`config.mk`:
```
export PLATFORM = sky130hd
export DESIGN_NAME = pin_group_combiner
export DESIGN_NICKNAME = d
export VERILOG_FILES = /design/src/rtl/grp_pkg.sv /design/src/rtl/pin_sync.sv /design/src/rtl/group_reduce.sv /design/src/rtl/group_trigger.sv /design/src/rtl/pin_group_combiner.sv
export SDC_FILE = /design/constraint.sdc
export NUM_CORES = 1
export LEC_CHECK = 0
export ABC_AREA = 0
export ABC_CLOCK_PERIOD_IN_PS = 2600
export BUFFER_PORTS_ARGS = -buffer_cell sky130_fd_sc_hd__buf_2
export CAP_MARGIN = 5
export CORE_ASPECT_RATIO = 1.4
export CORE_MARGIN = 3
export CORE_UTILIZATION = 51
export CTS_BUF_LIST = sky130_fd_sc_hd__clkbuf_2 sky130_fd_sc_hd__clkbuf_4 sky130_fd_sc_hd__clkbuf_8
export DETAILED_ROUTE_END_ITERATION = 8
export GPL_TIMING_DRIVEN = 0
export PLACE_DENSITY = 0.85
export SLEW_MARGIN = 20
export SYNTH_ARGS = -nofsm -noshare
export SYNTH_HDL_FRONTEND = slang
export SYNTH_SLANG_ARGS = --single-unit
```
`constraint.sdc`:
```
create_clock -name clk -period 2.6 [get_ports clk]
set_input_delay 0.13 -clock clk [delete_from_list [all_inputs] [get_ports clk]]
set_output_delay 0.13 -clock clk [all_outputs]
set_load 0.1 [all_outputs]
```
`src/rtl/grp_pkg.sv`:
```
package grp_pkg;

    typedef enum logic {
        COMB_OR  = 1'b0,
        COMB_AND = 1'b1
    } combine_e;

    typedef enum logic {
        TRIG_LEVEL = 1'b0,
        TRIG_EDGE  = 1'b1
    } trigger_e;

    typedef struct packed {
        combine_e combine;
        trigger_e trigger;
        logic     wake_en;
    } grp_mode_t;

    function automatic grp_mode_t make_mode(logic and_bit, logic edge_bit, logic wake_bit);
        grp_mode_t m;
        m.combine = and_bit ? COMB_AND : COMB_OR;
        m.trigger = edge_bit ? TRIG_EDGE : TRIG_LEVEL;
        m.wake_en = wake_bit;
        return m;
    endfunction

endpackage

```
`src/rtl/pin_sync.sv`:
```
module pin_sync #(
    parameter int WIDTH  = 32,
    parameter int STAGES = 2
) (
    input  logic             clk,
    input  logic             rst,
    input  logic [WIDTH-1:0] async_in,
    output logic [WIDTH-1:0] sync_out
);
    logic [STAGES-1:0][WIDTH-1:0] stage_q;

    genvar s;
    generate
        for (s = 0; s < STAGES; s++) begin : g_stage
            if (s == 0) begin : g_first
                always_ff @(posedge clk) begin
                    if (rst) stage_q[0] <= '0;
                    else     stage_q[0] <= async_in;
                end
            end else begin : g_next
                always_ff @(posedge clk) begin
                    if (rst) stage_q[s] <= '0;
                    else     stage_q[s] <= stage_q[s-1];
                end
            end
        end
    endgenerate

    assign sync_out = stage_q[STAGES-1];
endmodule

```
`src/rtl/group_reduce.sv`:
```
module group_reduce
    import grp_pkg::*;
#(
    parameter int NUM_PINS = 32
) (
    input  logic                clk,
    input  logic                rst,
    input  logic [NUM_PINS-1:0] pins,
    input  logic [NUM_PINS-1:0] enable,
    input  logic [NUM_PINS-1:0] invert,
    input  combine_e            combine,
    output logic                result
);
    logic [NUM_PINS-1:0] active;
    logic                any_hit;
    logic                all_hit;
    logic                has_enabled;

    always_comb begin
        active      = pins ^ invert;
        any_hit     = |(active & enable);
        all_hit     = &(active | ~enable);
        has_enabled = |enable;
        case (combine)
            COMB_AND: result = all_hit & has_enabled;
            default:  result = any_hit;
        endcase
    end

    // an empty mask in AND mode never reports active
    assert_and_empty_R5: assert property (@(posedge clk) disable iff (rst)
        (combine == COMB_AND && enable == '0) |-> !result);
    // OR mode can only report active if some enabled pin differs from its polarity
    assert_or_needs_pin_R3: assert property (@(posedge clk) disable iff (rst)
        (combine == COMB_OR && result) |-> (((pins ^ invert) & enable) != '0));
endmodule

```
`src/rtl/group_trigger.sv`:
```
module group_trigger
    import grp_pkg::*;
(
    input  logic     clk,
    input  logic     rst,
    input  logic     comb_raw,
    input  trigger_e trigger,
    input  logic     clear,
    output logic     irq
);
    logic comb_q;
    logic sticky_q;
    logic rise;

    assign rise = (trigger == TRIG_EDGE) && comb_raw && !comb_q;

    always_ff @(posedge clk) begin
        if (rst) begin
            comb_q   <= 1'b0;
            sticky_q <= 1'b0;
        end else begin
            comb_q <= comb_raw;
            if (rise)       sticky_q <= 1'b1;
            else if (clear) sticky_q <= 1'b0;
        end
    end

    assign irq = (trigger == TRIG_EDGE) ? sticky_q : comb_q;

    // level mode presents last cycle's reduced value
    assert_level_follows_R7: assert property (@(posedge clk) disable iff (rst)
        1'b1 |=> (trigger == TRIG_EDGE || irq == $past(comb_raw)));
    // a rising reduced value in edge mode raises the interrupt
    assert_edge_sets_R8: assert property (@(posedge clk) disable iff (rst)
        rise |=> (irq || trigger != TRIG_EDGE));
    // sticky status holds until a clear arrives
    assert_sticky_holds_R9: assert property (@(posedge clk) disable iff (rst)
        (trigger == TRIG_EDGE && irq && !clear) |=> (irq || trigger != TRIG_EDGE));
endmodule

```
`src/rtl/pin_group_combiner.sv`:
```
module pin_group_combiner
    import grp_pkg::*;
#(
    parameter int NUM_PINS    = 32,
    parameter int NUM_GROUPS  = 2,
    parameter int SYNC_STAGES = 2
) (
    input  logic                                clk,
    input  logic                                rst,
    input  logic [NUM_PINS-1:0]                 pin_in,
    input  logic [NUM_GROUPS-1:0][NUM_PINS-1:0] grp_enable,
    input  logic [NUM_GROUPS-1:0][NUM_PINS-1:0] grp_invert,
    input  logic [NUM_GROUPS-1:0]               grp_and_mode,
    input  logic [NUM_GROUPS-1:0]               grp_edge_mode,
    input  logic [NUM_GROUPS-1:0]               grp_wake_en,
    input  logic [NUM_GROUPS-1:0]               grp_clear,
    output logic [NUM_GROUPS-1:0]               grp_irq,
    output logic [NUM_GROUPS-1:0]               grp_wake
);
    logic [NUM_PINS-1:0]   pins_s;
    grp_mode_t             mode [NUM_GROUPS];
    logic [NUM_GROUPS-1:0] comb_raw;

    pin_sync #(
        .WIDTH  (NUM_PINS),
        .STAGES (SYNC_STAGES)
    ) u_sync (
        .clk      (clk),
        .rst      (rst),
        .async_in (pin_in),
        .sync_out (pins_s)
    );

    genvar g;
    generate
        for (g = 0; g < NUM_GROUPS; g++) begin : g_group
            assign mode[g] = make_mode(grp_and_mode[g], grp_edge_mode[g], grp_wake_en[g]);

            group_reduce #(
                .NUM_PINS (NUM_PINS)
            ) u_reduce (
                .clk     (clk),
                .rst     (rst),
                .pins    (pins_s),
                .enable  (grp_enable[g]),
                .invert  (grp_invert[g]),
                .combine (mode[g].combine),
                .result  (comb_raw[g])
            );

            group_trigger u_trig (
                .clk      (clk),
                .rst      (rst),
                .comb_raw (comb_raw[g]),
                .trigger  (mode[g].trigger),
                .clear    (grp_clear[g]),
                .irq      (grp_irq[g])
            );

            assign grp_wake[g] = grp_irq[g] & mode[g].wake_en;

            // no wake request without its interrupt
            assert_wake_needs_irq_R10: assert property (@(posedge clk) disable iff (rst)
                grp_wake[g] |-> grp_irq[g]);
        end
    endgenerate
endmodule

```
---- After elaboration in Yosys (flattened, before gate mapping) ----
Index checks and enable logic that the tools add are counted.
cells by class
  muxes and demuxes ....................... 12
  $lt $le $gt $ge ......................... 0
  $add $sub $neg .......................... 0
  bitwise operators ....................... 12
  eq/ne operators ......................... 0
  divide/modulo/power cells ............... 0
  reductions and logical operators ........ 14
  shift-type cells ........................ 0
  $mul .................................... 0
operators with widths
  kind                 count
  $reduce_or A32 Y1    4
  $and A32 B32 Y32     2
  $not A32 Y32         2
  $or A32 B32 Y32      2
  $reduce_and A32 Y1   2
  $xor A32 B32 Y32     2
  $mux W1              12
  $and A1 B1 Y1        4
  $logic_and A1 B1 Y1  4
  $reduce_bool A2 Y1   2
  $logic_not A1 Y1     2
storage, ports and cells
  memory bits (read-only) ................. 0
  memories ................................ 0
  bits of input ports ..................... 170
  latch bits .............................. 0
  bits in registers ....................... 68
  bits in writable memories ............... 0

---- Longest topological paths before layout ----
Gate-level depths: netlist (run 1).
  word-level depth ........................ 8
  mapped depth ............................ 7

---- Hierarchy ----
A second synthesis (run 1) with hierarchy kept.
unflattened totals
  cell total of the unflattened synthesis .. 423
  area, all modules ....................... 3880.0 um^2
by module, submodules not included
  module              seq. area each (um^2)  area an instance (um^2)  instances  cells each
  pin_sync            1281.2                 2158.3                   1          167
  group_reduce        0.0                    774.5                    2          120
  group_trigger       40.0                   80.1                     2          7
  pin_group_combiner  0.0                    12.5                     1          2

---- Worst setup path after synthesis (run 1) ----
OpenSTA, ideal clock, no wires.
  kind .................................... flip-flop to flip-flop
  start ................................... reg u_sync.stage_q (netlist bit u_sync.sync_out[4])
  end ..................................... reg g_group[1].u_trig.sticky_q
  stages on the path, launching flop included .. 8
  arrival ................................. 1.693 ns
  path slack .............................. 0.848 ns
  path through ............................ dfxtp_1 xor2_1 a2bb2oi_2 nand4b_1 or3_1 nor4b_2 o21ba_2 a32o_2
between the ends
  word-level cells in the longest chain between the ends .. 8
  elaborated cells on any way between the ends .. 11
  classes of those cells .................. 2 x mux; 4 x bitwise; 5 x reduce/logical
RTL lines
  element                                               line                 text
  from (decl)                                           pin_sync.sv:10       logic [STAGES-1:0][WIDTH-1:0] stage_q;
  from (signal, indexed assignment)                     pin_sync.sv:23       else stage_q[s] <= stage_q[s-1];
  $xor A32 B32 Y32 *                                    group_reduce.sv:20   active = pins ^ invert;
  $or A32 B32 Y32                                       group_reduce.sv:22   all_hit = &(active | ~enable);
  $reduce_and A32 Y1                                    group_reduce.sv:22
  $and A1 B1 Y1                                         group_reduce.sv:25   COMB_AND: result = all_hit & has_enabled;
  $mux W1 *                                             group_reduce.sv:24   case (combine)
  $logic_and A1 B1 Y1 * (2 in a row)                    group_trigger.sv:15  assign rise = (trigger == TRIG_EDGE) && comb_raw && !comb_q;
  $mux W1 / $reduce_bool A2 Y1 (equally long branches)  n/a
  to (signal assigned)                                  group_trigger.sv:20  sticky_q <= 1'b0;
  to (signal assigned)                                  group_trigger.sv:23  if (rise) sticky_q <= 1'b1;
  to (signal assigned)                                  group_trigger.sv:24  else if (clear) sticky_q <= 1'b0;
  to (decl)                                             group_trigger.sv:12  logic sticky_q;
Every way passes the cells marked *; elsewhere a longest branch is shown, timed or not.
A chain may end at the register's enable or synchronous reset.

---- Final worst setup path (run 1) ----
  start ................................... reg u_sync.stage_q (netlist bit u_sync.sync_out[9])
  end ..................................... reg g_group[1].u_trig.sticky_q
Same word-level chain as after synthesis.

==> results of run 1 <==
timing repair:
item,CTS,global route
hold buffers,11,0
buffers inserted,0,0
gates resized for setup,0,0
hold endpoints to repair,11,0
power by group through the flow:
stage | sequential [mW] | combinational [mW] | clock [mW]
floorplan | 1.13 | 0.279 | 0
global placement | 1.14 | 0.519 | 0
detailed placement | 1.14 | 0.522 | 0
CTS | 1.12 | 0.540 | 1.06
global route | 1.13 | 0.591 | 1.11
finish | 1.12 | 0.554 | 1.06
state kept, by name, indices dropped and copies added, names as in the netlist:
signal	cells
u_sync.stage_q	32
u_sync.sync_out	32
g_group.u_trig.sticky_q	2
g_group.u_trig.comb_q	2
path summary, 6_finish.rpt:
kind / to / slack, ns
worst max register to register: g_group[1].u_trig.sticky_q$_SDFFE_PP0P_ / 0.34
worst min-delay path: u_sync.stage_q[21]$_SDFF_PP0_ / -0.002
worst min register to register: u_sync.sync_out[10]$_SDFF_PP0_ / 0.43
worst max-delay path: g_group[1].u_trig.sticky_q$_SDFFE_PP0P_ / 0.34
final cells by class:
type                            count  area share
Multi-Input combinational cell    256       0.377
Timing Repair Buffer              184       0.203
Buffer                              9      0.0102
Clock inverter                      6      0.0232
Inverter                           66      0.0515
Tap cell                           90      0.0234
Clock buffer                       10      0.0286
Sequential cell                    68       0.283
metrics by stage:
stage | cells | setup WS (ns)
floorplan | 399 | 0.848
global placement | 662 | 0.398
detailed placement | 662 | 0.419
CTS | 689 | 0.400
global route | 689 | 0.352
finish | 689 | 0.343
Yosys cell counts (all sizes together), types with 3 or more instances:
library cell	instances
clkbuf	6
nand2	10
xnor2	49
buf	3
o21ai	4
nor4	21
a22o	4
o2111ai	3
nor2b	65
nand4	7
inv	66
xor2	15
o22ai	27
a22oi	16
a221oi	4
o21ba	3
nor2	8
dfxtp	68
metal layers:
layer | share of wire | up-vias | wire (µm)
met2 | 0.50 | 238 | 6610
li1 | - | 1741 | -
met5 | 0 | - | 0
met1 | 0.37 | 1654 | 4930
met3 | 0.077 | 54 | 1030
met4 | 0.053 | 0 | 703
placed cells by master, fill, tap and decap left out, types with 2 or more instances in the layout:
cell,instances
clkbuf_1,6
o211ai_1,2
nor2_1,8
a222oi_1,2
clkbuf_8,10
nor4_1,21
buf_2,173
nand4_1,7
a211oi_1,2
o22ai_1,27
o21ai_0,4
a221oi_1,4
nor2b_1,65
xnor2_1,49
a22oi_1,16
a21oi_1,2
inv_1,66
and2_1,2
o2111ai_1,3
a22o_1,4
buf_4,2
xor2_1,15
o21ba_2,3
bufinv_16,3
dlygate4sd3_1,11
dfxtp_1,68
nand2_1,10
logic make-up after synthesis:
group           Yosys count  share of synthesized area
xor+xnor                 64                      0.162
flops                    68                      0.392
compound gates           74                      0.158
buf+inv                  75                     0.0855
simple gates            118                      0.202
==> results.toml, run 1 <==
[critical_path]
required_ns = 2.84
start_kind = "flip-flop"
cpMostUsedCell = "o21ba_2"
startpoint = "u_sync.sync_out[9]$_SDFF_PP0_"
cpPeakStageDelay_ns = 0.40
reg2reg_depth = 7
crit_chain = "xnor2_1 -> o22ai_1 -> nor4_1 -> nand4_1 -> o21ba_2 -> o21ba_2 -> a32o_2"
cp_max_fo = 2
arrival_ns = 2.50
worstSetupPathDepth = 7
crit_type = "flip-flop to flip-flop"
rr_startpoint = "u_sync.sync_out[9]$_SDFF_PP0_"
crit_path_top_delay_cell = "nor4_1"
cp_num_buf_inv = 0
critical_path.top_delay_family = "compound AO/OA/AOI/OAI gates"
end_kind = "flip-flop"

[pwr]
p_int_mw = 2.01
p_sw_frac = 0.264
power.switching_mw = 0.723
clockPowerShare = 0.387
seq_power_share = 0.411
peakVddDrop_mv = 0.799
power.leakage_nw = 2.29
p_total_mw = 2.74
combPwrFrac = 0.202
p_per_area_nw_per_um2 = 570

[sta]
post-route-period-util = 0.868
fin_crit_ns = 2.26
fmax_mhz = 443
setup_tns_ns = 0
rsz0062_at_grt = "no"
slew_headroom = 0.674
skew_ns = 0.0122
hold_violations = 1
slew_viol_final = 0
fin_hold_ws_ns = -0.00201
setup_viol = 0
tightest_slew_ns = 0.492

[logic_synthesis]
yosys.area.top_type = "dfxtp_1"
netlist_top_cells_area = "dfxtp_1, xnor2_1, nor2b_1"
ys_ff_latch = 68
syn_avg_cell_area_um2 = 8.69
synth-edff-count = 0
yosys_warnings = 0
netlist_area_um2 = 3470
dominantRegCellSynth = "dfxtp_1"
seq_area_frac_synth = 0.392
synth_top_area_frac = 0.392
syn_nets = 569
synthArstFlopShare = 0
syn_inst = 399
ys_types = 34

[placement]
port_buffers = 173
place_congestion = 0.975
postPlaceCellArea_um2 = 4450
dp_hpwl_mm = 10.3

[drt]
vias_per_cell = 5.35
vias = 3687
dr.pass1.iters = 5
drt-total-wl_mm = 13.3
drt-initial-drc-count = 283
drc = 0
antenna_left = 0
routedWlPerCell_um = 19.3

[floorplanning]
die-area_um2 = 7840
core_region_area_um2 = 6420
die_w_um = 75.7
start_util = 0.540
fp-row-count = 34
die_y_um = 104
ios = 174

[layout]
area_growth_pct = 38.6
final_util = 0.748
regArea_um2 = 1360
fillers = 486
drive_above_1_share = 0.331
multi_input_area_um2 = 1810
fin_area_um2 = 4810
diodes = 0
nets = 764

[global_routing]
top_usage_layer = "met2"
antenna_found_initial = 0
met3_usage = 0.0523
gr-usage-met2 = 0.570
grt_pass1_vias = 3800
grt_usage = 0.331
grt_max_degree = 13
grt_remaining_overflow = 0
grt_pass1_wl_mm = 19.1
globalRouteMet1Util = 0.369

[worst_hold_path]
min_path_type = "primary input to flip-flop"
holdPathStages = 2
hp-start = "pin_in[21]"

[clock_tree]
cts_tree = "yes"
cts_buffers = 9
root_buffer = "clkbuf_8"
cts.sinks = 68
cts.clk_slew.worst_paths_ns = 0.08
htree_levels = 3
clk_path_buf_depth = 2
clock_latency_ns = 0.34

[run_status]
violations = "negative hold slack"
status = "complete, but fails checks"

[job]
cap_violations = 0
Power figures use the tool's default switching activity.
==> inputs of run 2 (changes only) <==
==> constraint.sdc (replaced) <==
create_clock -name clk -period 2.6 [get_ports clk]
set_input_delay 0.52 -clock clk [delete_from_list [all_inputs] [get_ports clk]]
set_output_delay 0.52 -clock clk [all_outputs]
set_load 0.1 [all_outputs]
==> run 2 against run 1 <==
  * The flow now finishes without violations
  * Sequential power is essentially flat
  * Via count decreased by 2.6%
  * Die area unchanged
  * Critical path type unchanged
  * Largest cell class unchanged
  * Largest power group unchanged
  * Highest routed layer unchanged
==> results.toml, run 2 (synthesis results as in run 1) <==
[run_status]
status = "finished clean"

[clock_tree]
cts.repair.resized = 0
cts.clk_slew.worst_paths_ns = 0.08
cts_buffers = 9
clock_latency_ns = 0.34
cts_tree = "yes"
cts_setup_buffers = 0
clk_path_buf_depth = 2
cts_hold_buf = 0
root_buffer = "clkbuf_8"
htree_levels = 3
cts.sinks = 68

[pwr]
p_sw_frac = 0.258
clockPowerShare = 0.387
power.leakage_nw = 2.25
seq_power_share = 0.415
p_int_mw = 2.00
combPwrFrac = 0.198
power.switching_mw = 0.698
p_per_area_nw_per_um2 = 575
peakVddDrop_mv = 0.780

[sta]
fin_crit_ns = 2.23
finalWorstSetupSlack_ns = 0.371
setup_viol = 0
skew_ns = 0.00938
tightest_slew_ns = 0.493
rsz0062_at_grt = "no"
fmax_mhz = 449
post-route-period-util = 0.857
slew_headroom = 0.674
setup_tns_ns = 0
hold_violations = 0
slew_viol_final = 0

[critical_path]
crit_type = "flip-flop to flip-flop"
startpoint = "u_sync.sync_out[9]$_SDFF_PP0_"
required_ns = 2.83
rr_startpoint = "u_sync.sync_out[9]$_SDFF_PP0_"
start_kind = "flip-flop"
arrival_ns = 2.46
end_kind = "flip-flop"
cp_max_fo = 2

[global_routing]
grt_usage = 0.308
grt_remaining_overflow = 0
grt_max_degree = 13
grt_pass1_vias = 3602
antenna_found_initial = 0
grt_pass1_wl_mm = 17.8

[floorplanning]
die_w_um = 75.7
die_y_um = 104
die-area_um2 = 7840
fp-row-count = 34
start_util = 0.540
core_region_area_um2 = 6420
ios = 174

[placement]
dp_slack_ns = 0.128
place_congestion = 0.975
dp_cells = 662
dp_hpwl_mm = 10.3
port_buffers = 173

[drt]
drc = 0
drt-total-wl_mm = 12.3
vias_per_cell = 5.29
vias = 3590
dr.pass1.iters = 5
drt-initial-drc-count = 260
antenna_left = 0
routedWlPerCell_um = 18.2

[layout]
fillers = 517
area_growth_pct = 35.4
layout_common_cells = "buf_2, dfxtp_1, inv_1, nor2b_1, xnor2_1"
fin_cells = 678
multi_input_area_um2 = 1810
final_common_cell = "buf_2"
nets = 753
regArea_um2 = 1360
diodes = 0
drive_above_1_share = 0.337

[worst_hold_path]
min_path_type = "primary input to flip-flop"
hp-start = "pin_in[28]"

[job]
cap_violations = 0
[run 2: power groups by stage]
| stage | Combinational (mW) | Sequential [mW] | Clock, mW |
|---|---|---|---|
| 2_1_floorplan | 0.279 | 1.13 | 0 |
| 3_3_place_gp | 0.519 | 1.14 | 0 |
| 3_5_place_dp | 0.522 | 1.14 | 0 |
| 4_1_cts | 0.528 | 1.12 | 1.06 |
| 5_1_grt | 0.574 | 1.12 | 1.10 |
| 6_report | 0.534 | 1.12 | 1.05 |
[run 2: per-layer routing]
metal	share of wire	GRT usage
met5	0	0
met4	0.041	0.163
met3	0.079	0.0426
met2	0.50	0.522
met1	0.38	0.360
[run 2: final cells by class]
cell class              count  share of cell area
plain buffers               9              0.0104
well taps                  90              0.0240
flip-flops and latches     68               0.290
inverters                  66              0.0528
clock inverters             6              0.0237
multi-input cells         256               0.386
clock buffers              10              0.0293
repair buffers            173               0.184
[run 2: critical path, cell delays in order (launching register included)]
cell     delay, ns
dfxtp_1       0.36
xnor2_1       0.34
o22ai_1       0.13
nor4_1        0.39
nand4_1       0.19
o21ba_2       0.24
o21ba_2       0.22
a32o_2        0.26
[run 2: path summary, 6_finish.rpt]
path                            depth (start not counted)                                 endpoint  slack [ns]
worst max register to register                          7  g_group[1].u_trig.sticky_q$_SDFFE_PP0P_        0.37
worst max-delay path                                    7  g_group[1].u_trig.sticky_q$_SDFFE_PP0P_        0.37
worst min-delay path                                    2            u_sync.stage_q[28]$_SDFF_PP0_        0.39
worst min register to register                          1           u_sync.sync_out[10]$_SDFF_PP0_        0.43
[run 2: per-stage QoR]
| step | hold slack (ns) | total power [mW] | utilization | cell area, µm² |
|---|---|---|---|---|
| 3_3_place_gp | 0.417 | 1.66 | 0.692 | 4450 |
| 4_1_cts | 0.380 | 2.71 | 0.731 | 4700 |
| 6_report | 0.392 | 2.70 | 0.731 | 4700 |
| 5_1_grt | 0.380 | 2.80 | 0.731 | 4700 |
| 3_5_place_dp | 0.422 | 1.67 | 0.692 | 4450 |
| 2_1_floorplan | 0.414 | 1.41 | - | 3470 |
==> inputs of run 3 (changes only) <==
ABC_CLOCK_PERIOD_IN_PS = 2000   (was 2600)
CORE_UTILIZATION = 43   (was 51)
PLACE_DENSITY = 0.76   (was 0.85)
clock period = 2 ns   (was 2.6 ns; I/O delays follow)
==> run 3 against run 2 <==
  * Flip-flop and latch count did not move
  * Hold slack got worse by 0.12 ns
  * Non-clock buffer count rose by 2
  * Wire length fell by 1.5%
  * Sequential share of layout area fell by 1.3 points
  * Global-route usage fell by 4.7 points
  * Clock power rose by 10%
==> results.toml, run 3 (synthesis results as in run 1) <==
[run_status]
status = "finished clean"

[layout]
layout_common_cells = "buf_2, inv_1, nor2b_1, dfxtp_1, xnor2_1"
diodes = 0
fillers = 679
final_common_cell = "buf_2"
fin_cells = 690
area_growth_pct = 43.8
drive_above_1_share = 0.412
nets = 755
fin_area_um2 = 4990
final_util = 0.639

[pwr]
power.switching_mw = 0.925
p_sw_frac = 0.274
seq_power_share = 0.433
power.leakage_nw = 2.36
p_total_mw = 3.38
combPwrFrac = 0.223
p_per_area_nw_per_um2 = 678
p_int_mw = 2.46
peakVddDrop_mv = 0.649
clockPowerShare = 0.344

[global_routing]
grt_pass1_wl_mm = 17.6
grt_remaining_overflow = 0
grt_usage = 0.261
grt_max_degree = 12
grt_pass1_vias = 3609
antenna_found_initial = 0

[clock_tree]
root_buffer = "clkbuf_8"
cts.clk_slew.worst_paths_ns = 0.07
cts_hold_buf = 0
clk_path_buf_depth = 2
htree_levels = 3
cts_buffers = 9
cts_tree = "yes"
cts.sinks = 68
clock_latency_ns = 0.33

[placement]
dp_cells = 672
dp_slack_ns = -0.344
place_congestion = 0.899
postPlaceCellArea_um2 = 4460
dp_hpwl_mm = 10.4
port_buffers = 173

[drt]
dr.pass1.iters = 4
drt-total-wl_mm = 12.1
routedWlPerCell_um = 17.6
drc = 0
vias = 3487
drt-initial-drc-count = 180
vias_per_cell = 5.05
antenna_left = 0

[critical_path]
arrival_ns = 2.18
end_kind = "flip-flop"
cpPeakStageDelay_ns = 0.36
crit_path_top_delay_cell = "dfxtp_2"
crit_type = "flip-flop to flip-flop"
cp_max_fo = 2
required_ns = 2.22
start_kind = "flip-flop"
crit_chain = "xnor2_4 -> o22ai_1 -> nor4_2 -> nand4_1 -> o21ba_2 -> o21ba_4 -> a32o_2"

[sta]
slew_viol_final = 0
slew_headroom = 0.675
skew_ns = 0.00341
fin_hold_ws_ns = 0.270
setup_viol = 0
setup_tns_ns = 0
fmax_mhz = 511
hold_violations = 0
finalWorstSetupSlack_ns = 0.0423
tightest_slew_ns = 0.491
fin_crit_ns = 1.96
post-route-period-util = 0.979

[floorplanning]
die-area_um2 = 9200
die_y_um = 112
start_util = 0.445
core_region_area_um2 = 7800
fp-row-count = 38
ios = 174
die_w_um = 81.9

[worst_hold_path]
min_path_type = "primary input to flip-flop"

[job]
cap_violations = 0
==> run 3: area by class of cell <==
cell class / instances / area (µm²) / area share
Buffer: 9 / 48.8 / 0.00979
Clock buffer: 13 / 166 / 0.0334
Clock inverter: 3 / 45.0 / 0.00903
Inverter: 66 / 248 / 0.0497
Multi-Input combinational cell: 256 / 2090 / 0.419
Sequential cell: 68 / 1380 / 0.277
Tap cell: 100 / 125 / 0.0251
Timing Repair Buffer: 175 / 881 / 0.177
==> run 3: worst paths after layout <==
| kind | start | endpoint | slack [ns] | cells past startpoint |
|---|---|---|---|---|
| max | u_sync.sync_out[5]$_SDFF_PP0_ | g_group[1].u_trig.sticky_q$_SDFFE_PP0P_ | 0.04 | 7 |
| min | pin_in[22] | u_sync.stage_q[22]$_SDFF_PP0_ | 0.27 | 2 |
| max reg2reg | u_sync.sync_out[5]$_SDFF_PP0_ | g_group[1].u_trig.sticky_q$_SDFFE_PP0P_ | 0.04 | 7 |
| min reg2reg | u_sync.stage_q[22]$_SDFF_PP0_ | u_sync.sync_out[22]$_SDFF_PP0_ | 0.43 | 1 |
==> run 3: power groups by stage <==
| stage | Combinational (mW) | Sequential, mW | Clock [mW] |
|---|---|---|---|
| 3_5_place_dp | 0.684 | 1.49 | 0 |
| 3_3_place_gp | 0.681 | 1.48 | 0 |
| 6_report | 0.755 | 1.46 | 1.16 |
| 4_1_cts | 0.704 | 1.46 | 1.18 |
| 2_1_floorplan | 0.362 | 1.47 | 0 |
| 5_1_grt | 0.816 | 1.47 | 1.24 |
==> run 3: critical path: cells and delay by family, from the launching register on <==
| family | cells | cell delay (ns) |
|---|---|---|
| compound gates | 4 | 0.81 |
| flops | 1 | 0.36 |
| simple gates | 2 | 0.47 |
| xor+xnor | 1 | 0.21 |
==> run 3: layer usage <==
layer,global-route usage,up-vias,part of all wire
li1,-,1721,-
met1,0.306,1567,0.37
met2,0.441,169,0.51
met3,0.0482,30,0.075
met4,0.134,0,0.042
met5,0,-,0
==> run 3: timing repair <==
item / CTS / global route
pin swaps: 6 / 15
gates resized for setup: 16 / 36
endpoints found under the setup margin: 2 / 2
setup buffers: 1 / 1
